## src/rtl/ctr_alloc_pkg.sv

```systemverilog
package ctr_alloc_pkg;
  localparam int NUM_CTR = 10;
  localparam int EV_W    = 8;
  localparam int IDX_W   = $clog2(NUM_CTR + 6);

  // Named counter groups (bit i = counter i may be used)
  localparam logic [NUM_CTR-1:0] GRP_DEFAULT = 10'b11_1111_1100;
  localparam logic [NUM_CTR-1:0] GRP_ONLY7   = 10'b00_1000_0000;
  localparam logic [NUM_CTR-1:0] GRP_CYCLES  = 10'b11_1111_1101;
  localparam logic [NUM_CTR-1:0] GRP_INSTR   = 10'b00_1000_0010;
  localparam logic [NUM_CTR-1:0] GRP_567     = 10'b00_1110_0000;
  localparam logic [NUM_CTR-1:0] GRP_EVEN246 = 10'b00_0101_0100;
  localparam logic [NUM_CTR-1:0] GRP_2TO7    = 10'b00_1111_1100;

  function automatic logic [NUM_CTR-1:0] allowed_mask(input logic [EV_W-1:0] ev);
    logic [NUM_CTR-1:0] m;
    case (ev)
      8'h01, 8'h96, 8'h97, 8'h9a, 8'h9b, 8'h9f: m = GRP_ONLY7;
      8'h02:                                    m = GRP_CYCLES;
      8'h8c:                                    m = GRP_INSTR;
      8'h8d, 8'h8e, 8'h8f, 8'h90,
      8'h93, 8'h94, 8'h95, 8'h98, 8'h99, 8'h9c,
      8'hbf, 8'hc0, 8'hc1, 8'hc4, 8'hc5, 8'hc6,
      8'hc8, 8'hca, 8'hcb:                      m = GRP_567;
      8'hf5, 8'hf6, 8'hf7, 8'hfd:               m = GRP_EVEN246;
      8'hf8:                                    m = GRP_2TO7;
      default:                                  m = GRP_DEFAULT;
    endcase
    return m;
  endfunction
endpackage

```

## src/rtl/ctr_affinity_lut.sv

```systemverilog
module ctr_affinity_lut
  import ctr_alloc_pkg::*;
#(
  parameter int N   = NUM_CTR,
  parameter int EVW = EV_W
) (
  input  logic [EVW-1:0] event_code,
  output logic [N-1:0]   allow
);
  localparam int COPY_W = (N < NUM_CTR) ? N : NUM_CTR;

  logic [NUM_CTR-1:0] full;
  always_comb full = allowed_mask(EV_W'(event_code));

  generate
    for (genvar i = 0; i < N; i++) begin : g_bit
      if (i < COPY_W) begin : g_map
        assign allow[i] = full[i];
      end else begin : g_none
        assign allow[i] = 1'b0;
      end
    end
  endgenerate
endmodule

```

## src/rtl/ctr_first_free.sv

```systemverilog
module ctr_first_free #(
  parameter int N    = 10,
  parameter int IDXW = 4
) (
  input  logic [N-1:0]    cand,
  output logic            hit,
  output logic [IDXW-1:0] idx
);
  logic [N:0]   seen;
  logic [N-1:0] take;

  assign seen[0] = 1'b0;
  generate
    for (genvar i = 0; i < N; i++) begin : g_chain
      assign take[i]   = cand[i] & ~seen[i];
      assign seen[i+1] = seen[i] | cand[i];
    end
  endgenerate

  assign hit = seen[N];

  always_comb begin
    idx = '0;
    for (int i = 0; i < N; i++) begin
      if (take[i]) idx = idx | IDXW'(i);
    end
  end
endmodule

```

## src/rtl/ctr_used_mask.sv

```systemverilog
module ctr_used_mask #(
  parameter int N    = 10,
  parameter int IDXW = 4
) (
  input  logic            clk,
  input  logic            rst,
  input  logic            set_en,
  input  logic [IDXW-1:0] set_idx,
  input  logic            clr_en,
  input  logic [IDXW-1:0] clr_idx,
  output logic [N-1:0]    used
);
  generate
    for (genvar i = 0; i < N; i++) begin : g_flag
      always_ff @(posedge clk) begin
        if (rst) begin
          used[i] <= 1'b0;
        end else if (set_en && set_idx == IDXW'(i)) begin
          used[i] <= 1'b1;
        end else if (clr_en && clr_idx == IDXW'(i)) begin
          used[i] <= 1'b0;
        end
      end
    end
  endgenerate
endmodule

```

## src/rtl/ctr_alloc.sv

```systemverilog
module ctr_alloc
  import ctr_alloc_pkg::*;
#(
  parameter int N    = NUM_CTR,
  parameter int EVW  = EV_W,
  parameter int IDXW = IDX_W
) (
  input  logic            clk,
  input  logic            rst,
  input  logic            req_valid,
  output logic            req_ready,
  input  logic            req_release,
  input  logic [EVW-1:0]  req_event,
  input  logic [IDXW-1:0] req_index,
  output logic            rsp_valid,
  input  logic            rsp_ready,
  output logic [IDXW-1:0] rsp_index,
  output logic            rsp_fail
);
  logic [N-1:0]    used;
  logic [N-1:0]    allow;
  logic [N-1:0]    cand;
  logic            hit;
  logic [IDXW-1:0] pick;
  logic            accept;
  logic            do_alloc;
  logic            do_free;

  logic            rsp_valid_q;
  logic [IDXW-1:0] rsp_index_q;
  logic            rsp_fail_q;

  assign req_ready = !rsp_valid_q || rsp_ready;
  assign accept    = req_valid && req_ready;
  assign do_alloc  = accept && !req_release && hit;
  assign do_free   = accept && req_release;
  assign cand      = allow & ~used;

  ctr_affinity_lut #(.N(N), .EVW(EVW)) u_lut (
    .event_code (req_event),
    .allow      (allow)
  );

  ctr_first_free #(.N(N), .IDXW(IDXW)) u_pick (
    .cand (cand),
    .hit  (hit),
    .idx  (pick)
  );

  ctr_used_mask #(.N(N), .IDXW(IDXW)) u_used (
    .clk     (clk),
    .rst     (rst),
    .set_en  (do_alloc),
    .set_idx (pick),
    .clr_en  (do_free),
    .clr_idx (req_index),
    .used    (used)
  );

  always_ff @(posedge clk) begin
    if (rst) begin
      rsp_valid_q <= 1'b0;
      rsp_index_q <= '0;
      rsp_fail_q  <= 1'b0;
    end else if (accept) begin
      rsp_valid_q <= 1'b1;
      if (req_release) begin
        rsp_index_q <= req_index;
        rsp_fail_q  <= 1'b0;
      end else begin
        rsp_index_q <= hit ? pick : '0;
        rsp_fail_q  <= !hit;
      end
    end else if (rsp_ready) begin
      rsp_valid_q <= 1'b0;
    end
  end

  assign rsp_valid = rsp_valid_q;
  assign rsp_index = rsp_index_q;
  assign rsp_fail  = rsp_fail_q;
endmodule

```

## config.mk

```make
export PLATFORM = sky130hd
export DESIGN_NAME = ctr_alloc
export DESIGN_NICKNAME = d
export VERILOG_FILES = /design/src/rtl/ctr_alloc_pkg.sv /design/src/rtl/ctr_affinity_lut.sv /design/src/rtl/ctr_first_free.sv /design/src/rtl/ctr_used_mask.sv /design/src/rtl/ctr_alloc.sv
export SDC_FILE = /design/constraint.sdc
export NUM_CORES = 1
export LEC_CHECK = 0
export CAP_MARGIN = 20
export CORE_MARGIN = 5
export CORE_UTILIZATION = 56
export DETAILED_ROUTE_END_ITERATION = 8
export DONT_BUFFER_PORTS = 1
export GPL_TIMING_DRIVEN = 0
export MAX_ROUTING_LAYER = met4
export PLACE_DENSITY_LB_ADDON = 0.1
export SYNTH_ARGS = -nofsm -noshare
export SYNTH_HDL_FRONTEND = slang
export SYNTH_SLANG_ARGS = --single-unit
```

## constraint.sdc

```tcl
create_clock -name clk -period 2.9 [get_ports clk]
set_input_delay 0.145 -clock clk [delete_from_list [all_inputs] [get_ports clk]]
set_output_delay 0.145 -clock clk [all_outputs]
set_load 0.01 [all_outputs]
```

== Word level (Yosys, flattened, before mapping) ==
Index checks and enable logic that the tools add are counted.

* Bits in registers: 16
* Input bits: 17
* Output and inout port bits: 7
* Word-level logic and storage cells: 171

* Equal/unequal tests: 50
* Multiplexer cells: 35
* Bitwise operators: 29
* Reduce and logical (&&, ||, !) cells: 44

{| class="wikitable"
|+ Operators by type and width
! cell !! number
|-
| 8-bit equality test (second input constant) || 30
|-
| 10-bit one-hot mux with 6 select lines || 1
|-
| 4-bit by 3-bit equality test with 1-bit output (second input constant) || 8
|-
| 1-bit logical AND || 24
|-
| 1-bit two-way mux || 24
|-
| 2-bit nonzero test || 11
|-
| 19-bit OR reduction || 1
|-
| 4-bit by 2-bit equality test with 1-bit output (second input constant) || 4
|-
| 4-bit equality test (second input constant) || 4
|-
| 4-bit two-way mux || 4
|-
| 3-bit two-way mux || 4
|-
| 10-bit bitwise AND || 1
|-
| 10-bit inverter || 1
|-
| 1-bit bitwise AND || 9
|-
| 1-bit inverter || 9
|-
| 1-bit OR || 9
|-
| 4-bit by 1-bit equality test with 1-bit output (second input constant) || 2
|-
| 8-bit by 1-bit equality test with 1-bit output (second input constant) || 1
|-
| 8-bit by 2-bit equality test with 1-bit output (second input constant) || 1
|-
| 4-bit zero test || 2
|-
| 6-bit OR reduction || 1
|-
| 2-bit two-way mux || 2
|-
| 4-bit OR reduction || 1
|-
| 1-bit zero test || 3
|-
| 1-bit logical OR || 1
|}

== Logic depth before layout (Yosys ltp) ==
* Depth after elaboration: 18
* Gate-level depth with buffers: 10
* Gate-level depth less buffers: 9

== By module ==
Synthesis repeated with hierarchy kept, for this count alone.

* Cell total of the unflattened synthesis: 184
* Area, all modules: 1443.9 µm²

{| class="wikitable"
|+ Modules (own cells, without submodules)
! module !! times used !! cells each !! area each (µm²) !! sequential area each (µm²)
|-
| ctr_affinity_lut || 1 || 74 || 513.0 || 0.0
|-
| ctr_used_mask || 1 || 52 || 478.0 || 200.2
|-
| ctr_alloc || 1 || 41 || 335.3 || 120.1
|-
| ctr_first_free || 1 || 17 || 117.6 || 0.0
|}

== Worst setup path before layout ==
Ideal clock, no wire load.

* Path type: input to register
* From: input port req_event[3]
* To: register rsp_fail_q (netlist: rsp_fail)
* Library setup time: 0.070 ns
* Arrival: 2.267 ns
* Data required time: 2.830 ns
* Path slack: 0.563 ns
* Cell stages on the path: 10
* Buffers on the path: 1
* Path through: buf_6 nor4_4 nand2_1 o211ai_1 and3_2 o22a_2 o211ai_2 or3_4 or4_1 a21oi_1

* Cells in the longest elaborated chain, start to end: 15
* Elaborated cells between the ends (all ways): 48
* Those cells by class: eq/ne: 32; mux: 2; bitwise: 10; reduce/logical: 4

{| class="wikitable"
|+ Ends and longest elaborated chain
! what !! RTL line !! text
|-
| start, declared || ctr_alloc.sv:13 || <nowiki>input logic [EVW-1:0] req_event,</nowiki>
|-
| 8-bit equality test / 8-bit by 1-bit equality test with 1-bit output (equally long branches) || ctr_alloc_pkg.sv:17 || <nowiki>case (ev)</nowiki>
|-
| 19-bit OR reduction, or another cell as far along || ctr_alloc_pkg.sv:17 ||
|-
| 10-bit one-hot mux with 6 select lines * || ctr_alloc_pkg.sv:17 ||
|-
| 10-bit bitwise AND * || ctr_alloc.sv:37 || <nowiki>assign cand = allow & ~used;</nowiki>
|-
| 1-bit OR (8 in series) || ctr_first_free.sv:16 || <nowiki>assign seen[i+1] = seen[i] | cand[i];</nowiki>
|-
| 1-bit OR * || ctr_first_free.sv:16 ||
|-
| 1-bit zero test * || ctr_alloc.sv:72 || <nowiki>rsp_fail_q <= !hit;</nowiki>
|-
| 1-bit two-way mux * || ctr_alloc.sv:67 || <nowiki>if (req_release) begin</nowiki>
|-
| end signal, assigned || ctr_alloc.sv:72 ||
|-
| end, declared || ctr_alloc.sv:31 || <nowiki>logic rsp_fail_q;</nowiki>
|}

Mark *: on every way between the ends. The rest lies on a longest branch, timed or not.
A chain may end at the register's enable or synchronous reset.

== Worst setup path in the final report ==
* From: input port req_event[1]
* To: register u_used.used[4]

* Cells in the longest elaborated chain, start to end: 18
* Elaborated cells between the ends (all ways): 78
* Those cells by class: eq/ne: 33; mux: 11; bitwise: 28; reduce/logical: 6

{| class="wikitable"
|+ Ends and longest elaborated chain
! what !! RTL line !! text
|-
| 8-bit equality test / 8-bit by 1-bit equality test with 1-bit output (equally long branches) || ctr_alloc_pkg.sv:17 ||
|-
| 19-bit OR reduction, or another cell as far along || ctr_alloc_pkg.sv:17 ||
|-
| 10-bit one-hot mux with 6 select lines * || ctr_alloc_pkg.sv:17 ||
|-
| 10-bit bitwise AND * || ctr_alloc.sv:37 ||
|-
| 1-bit inverter / 1-bit OR (equally long branches) || ctr_first_free.sv:15, ctr_first_free.sv:16 ||
|-
| 1-bit bitwise AND, or another cell as far along || ctr_first_free.sv:15 || <nowiki>assign take[i] = cand[i] & ~seen[i];</nowiki>
|-
| 1-bit two-way mux, or another cell as far along || ctr_first_free.sv:25 || <nowiki>if (take[i]) idx = idx | IDXW'(i);</nowiki>
|-
| 2-bit two-way mux, or another cell as far along (2 in series) || ctr_first_free.sv:25 ||
|-
| 3-bit two-way mux, or another cell as far along (4 in series) || ctr_first_free.sv:25 ||
|-
| 4-bit two-way mux / 1-bit bitwise AND (equally long branches) || ctr_first_free.sv:25, ctr_first_free.sv:15 ||
|-
| 4-bit two-way mux || ctr_first_free.sv:25 ||
|-
| 4-bit by 3-bit equality test with 1-bit output || ctr_used_mask.sv:18 || <nowiki>end else if (set_en && set_idx == IDXW'(i)) begin</nowiki>
|-
| 1-bit logical AND * || ctr_used_mask.sv:18 ||
|-
| 1-bit two-way mux / 2-bit nonzero test (equally long branches) || - ||
|-
| end signal, assigned by index || ctr_used_mask.sv:17 || <nowiki>used[i] <= 1'b0;</nowiki>
|-
| end signal, assigned by index || ctr_used_mask.sv:19 || <nowiki>used[i] <= 1'b1;</nowiki>
|-
| end signal, assigned by index || ctr_used_mask.sv:21 || <nowiki>used[i] <= 1'b0;</nowiki>
|-
| end, declared || ctr_used_mask.sv:11 || <nowiki>output logic [N-1:0] used</nowiki>
|}

Marked as above.

==> results.md <==
- Final Max Tran Viols: 0
- Nets@finish: 197
- Grt total ovfl: 0
- Syn avg cell area: 7.49 sq um
- CP Cell Sequence: clkbuf_1 > nor2b_1 > o21bai_1 > a21oi_1 > nor4_2 > nand2_1 > and2_1 > or3b_2 > o21ai_1 > o21ai_0
- Max stage delay on crit path: 460 ps
- Port buffer count: 0
- Sequential fraction of design power: 0.469
- Leakage power total: 0.000463 uW
- Sequential share of the synthesized area: 0.247
- Final Skew: 3.68 ps
- Setup_tns: 0 ps
- Top cell type's share of synthesized area: 0.247
- Clock share of power: 0.297
- Area growth syn-to-layout: 7.05%
- First-pass GRT wire length: ~6100 um
- Mapped Nets: 190
- Post-layout util: 0.627
- Combinational Power Share: 0.235
- Synthesized cell area: 1300 sq um
- Slew @ Worst Pin: around 430 ps
- Clock transition at path regs: approximately 90 ps
- Largest net degree at the start of global routing: 11
- DRT Pass-1 Iters: 5
- Result of the run: complete, no violations
- CTS tree: built
- Minimum clock period: 2470 ps
- DRT iter0 DRCs: between 70 and 80
- Initial antenna violation count: 0
- CP endpoint kind: register
- RSZ-0062 raised after global routing: no
- Post-synth ARST share: 0
- Reg2Reg Depth: 8
- Power Density: about 370 nW/um^2
- Hold Crit Depth: 2
- Wire per inst: 16.6 um
- Cell count after synthesis: 173
- Rel. slew slack: 0.710
- Fin crit share: 0.850
- Setup violators final: 0
- Cell Rows: 17
- CP max FO: 10
- CP bufs+invs: 1
- Initial core utilization: 0.586
- Antenna cells: 0
- Peak supply drop: 0.000316 V
- Final setup margin: 434 ps
- Core area: ~2200 sq um
- GRT Total Usage: 0.228
- Num CTS Buffers: 3
- Longest Clk Path Bufs: 2
- Final Hold Fails: 0
- Routed Antenna Nets: 0
- Fraction of layout cells with a size suffix above 1: 0.106
- Net Switching: 157 uW
- Switching part of the total power: 0.309
- Pre-CTS worst setup slack: 174 ps
- Max-Cap Viols: 0
- # DRC: 0
- Distinct cells, synth: 54
- Gp weighted congestion: 0.894
- Die Width: 58.1 um
- Clock sinks: 16
- Via count: between 1,000 and 1,500
- CP Depth: 10
- Vias in the first global route: 1,368
- Max Clk Rate: 405 MHz
- Pint: 351 uW
- Number of synthesized flops with an enable pin: 0
- Post-synth top area cell: dfxtp_1
- Data required, critical path: 3060 ps
- Root Driver: clkbuf_4
- DIE HEIGHT: 58.1 um
- Worst hold slack: approximately 43 ps
- Crit path kind: in -> reg
- # IOs: 24
- Synth Warn #: 0
- #FFs+latches synth: 16
- Startpoint Class: primary input
- Data arrival, critical path: 2630 ps
- Most used flip-flop cell after synthesis: dfxtp_1
- Hold WC Path Type: in -> reg
- Die area: around 3400 sq um
- Htree depth: 1
- CP top delay family: simple AND/OR/NAND/NOR gates
- Final Power: about 500 uW
- Top area cells in the synthesized netlist: dfxtp_1 25%, a21oi_1 6.6%, o21ai_0 6.2%, nand2_1 5.2%, nor2_1 3.8%
- Clk_lat worst skew: roughly 300 ps
- Overall routed net length: roughly 3400 um
- Max stage delay cell, worst path: or3b_2
- Post-CTS repair timing setup buffer count: 0
- Dpl hpwl: 2640 um
- DR vias/cell: 6.77
-- registers in the layout, summed over array words and instances, names as in the netlist --
| name | count |
|---|---|
| u_used.used | 10 |
| rsp_index | 4 |
| rsp_fail | 1 |
| rsp_valid | 1 |
-- path summary, 6_finish.rpt --
kind	from	endpoint	slack (ps)
setup / recovery	req_event[1]	u_used.used[4]	430
hold / removal	req_index[3]	rsp_index[3]	40
setup reg to reg	u_used.used[1]	u_used.used[4]	670
hold reg to reg	u_used.used[1]	u_used.used[1]	520
-- repair_timing --
action / 4_1_cts / 5_1_grt
hold buffers: 2 / 0
endpoints found under the hold margin: 3 / 0
resized for setup: 0 / 0
-- stage by stage --
| stage | instance area (sq um) | std cells |
|---|---|---|
| floorplan | 1300 | 173 |
| global placement | 1330 | 201 |
| detailed placement | 1330 | 201 |
| CTS | 1390 | 207 |
| global route | 1390 | 207 |
| finish | 1390 | 207 |
-- Yosys cell counts (2+ instances only) --
cell type / count
and2_1: 2
o21ai_0: 16
nand3_1: 8
o211ai_1: 6
or3_1: 3
clkbuf_1: 3
nand4b_1: 3
o21a_1: 2
nor2_1: 13
o2bb2ai_1: 2
nor3_1: 5
buf_2: 2
xor2_1: 2
inv_1: 5
and4b_1: 2
nand2b_1: 3
a21oi_1: 17
o311ai_0: 4
dfxtp_1: 16
nand2_1: 18
nor2b_1: 4
a31oi_1: 3
buf_6: 2
a32oi_1: 2
-- cells in the final DEF (no fill, tap or decap), drive strengths merged, types with 2 or more instances in the layout --
cell,n
nand2,18
a21oi,17
o21ai,17
dfxtp,16
nor2,13
nand3,8
o211ai,7
clkbuf,7
inv,5
nor3,5
nor2b,4
o311ai,4
or3,4
a31oi,4
buf,4
nand2b,3
nand4b,3
nor4,3
and4b,2
a32oi,2
xor2,2
o2bb2ai,2
and2,2
o21a,2
dlygate4sd3,2
a22oi,2
and3,2
o22a,2
or3b,2
-- cells by family after synthesis --
family                    synth area share
DFF                                  0.247
buffers and inverters               0.0483
AOI/OAI and AO/OA                    0.354
xor gates and xnor gates            0.0135
muxes                              0.00772
and+or+nand+nor                      0.329
-- power by group through the flow --
stage	combinational, uW	clock (uW)	sequential [uW]
floorplan	92.1	0	241
global placement	111	0	243
detailed placement	114	0	243
CTS	118	151	238
global route	133	162	240
finish	119	151	238
-- routing by layer --
layer	track usage	wire length (um)
met5	-	0
met4	0.0795	49
met3	0.0334	260
met2	0.382	1650
met1	0.278	1480
-- cell type report --
cell class / count / area (sq um)
repair buffers: 2 / 20.0
plain buffers: 7 / 43.8
inverters: 5 / 18.8
flip-flops and latches: 16 / 320
clock buffers: 4 / 36.3
multi-input cells: 145 / 913
well taps: 28 / 35.0
fillers: 204 / 825
Power figures use the tool's default switching activity.
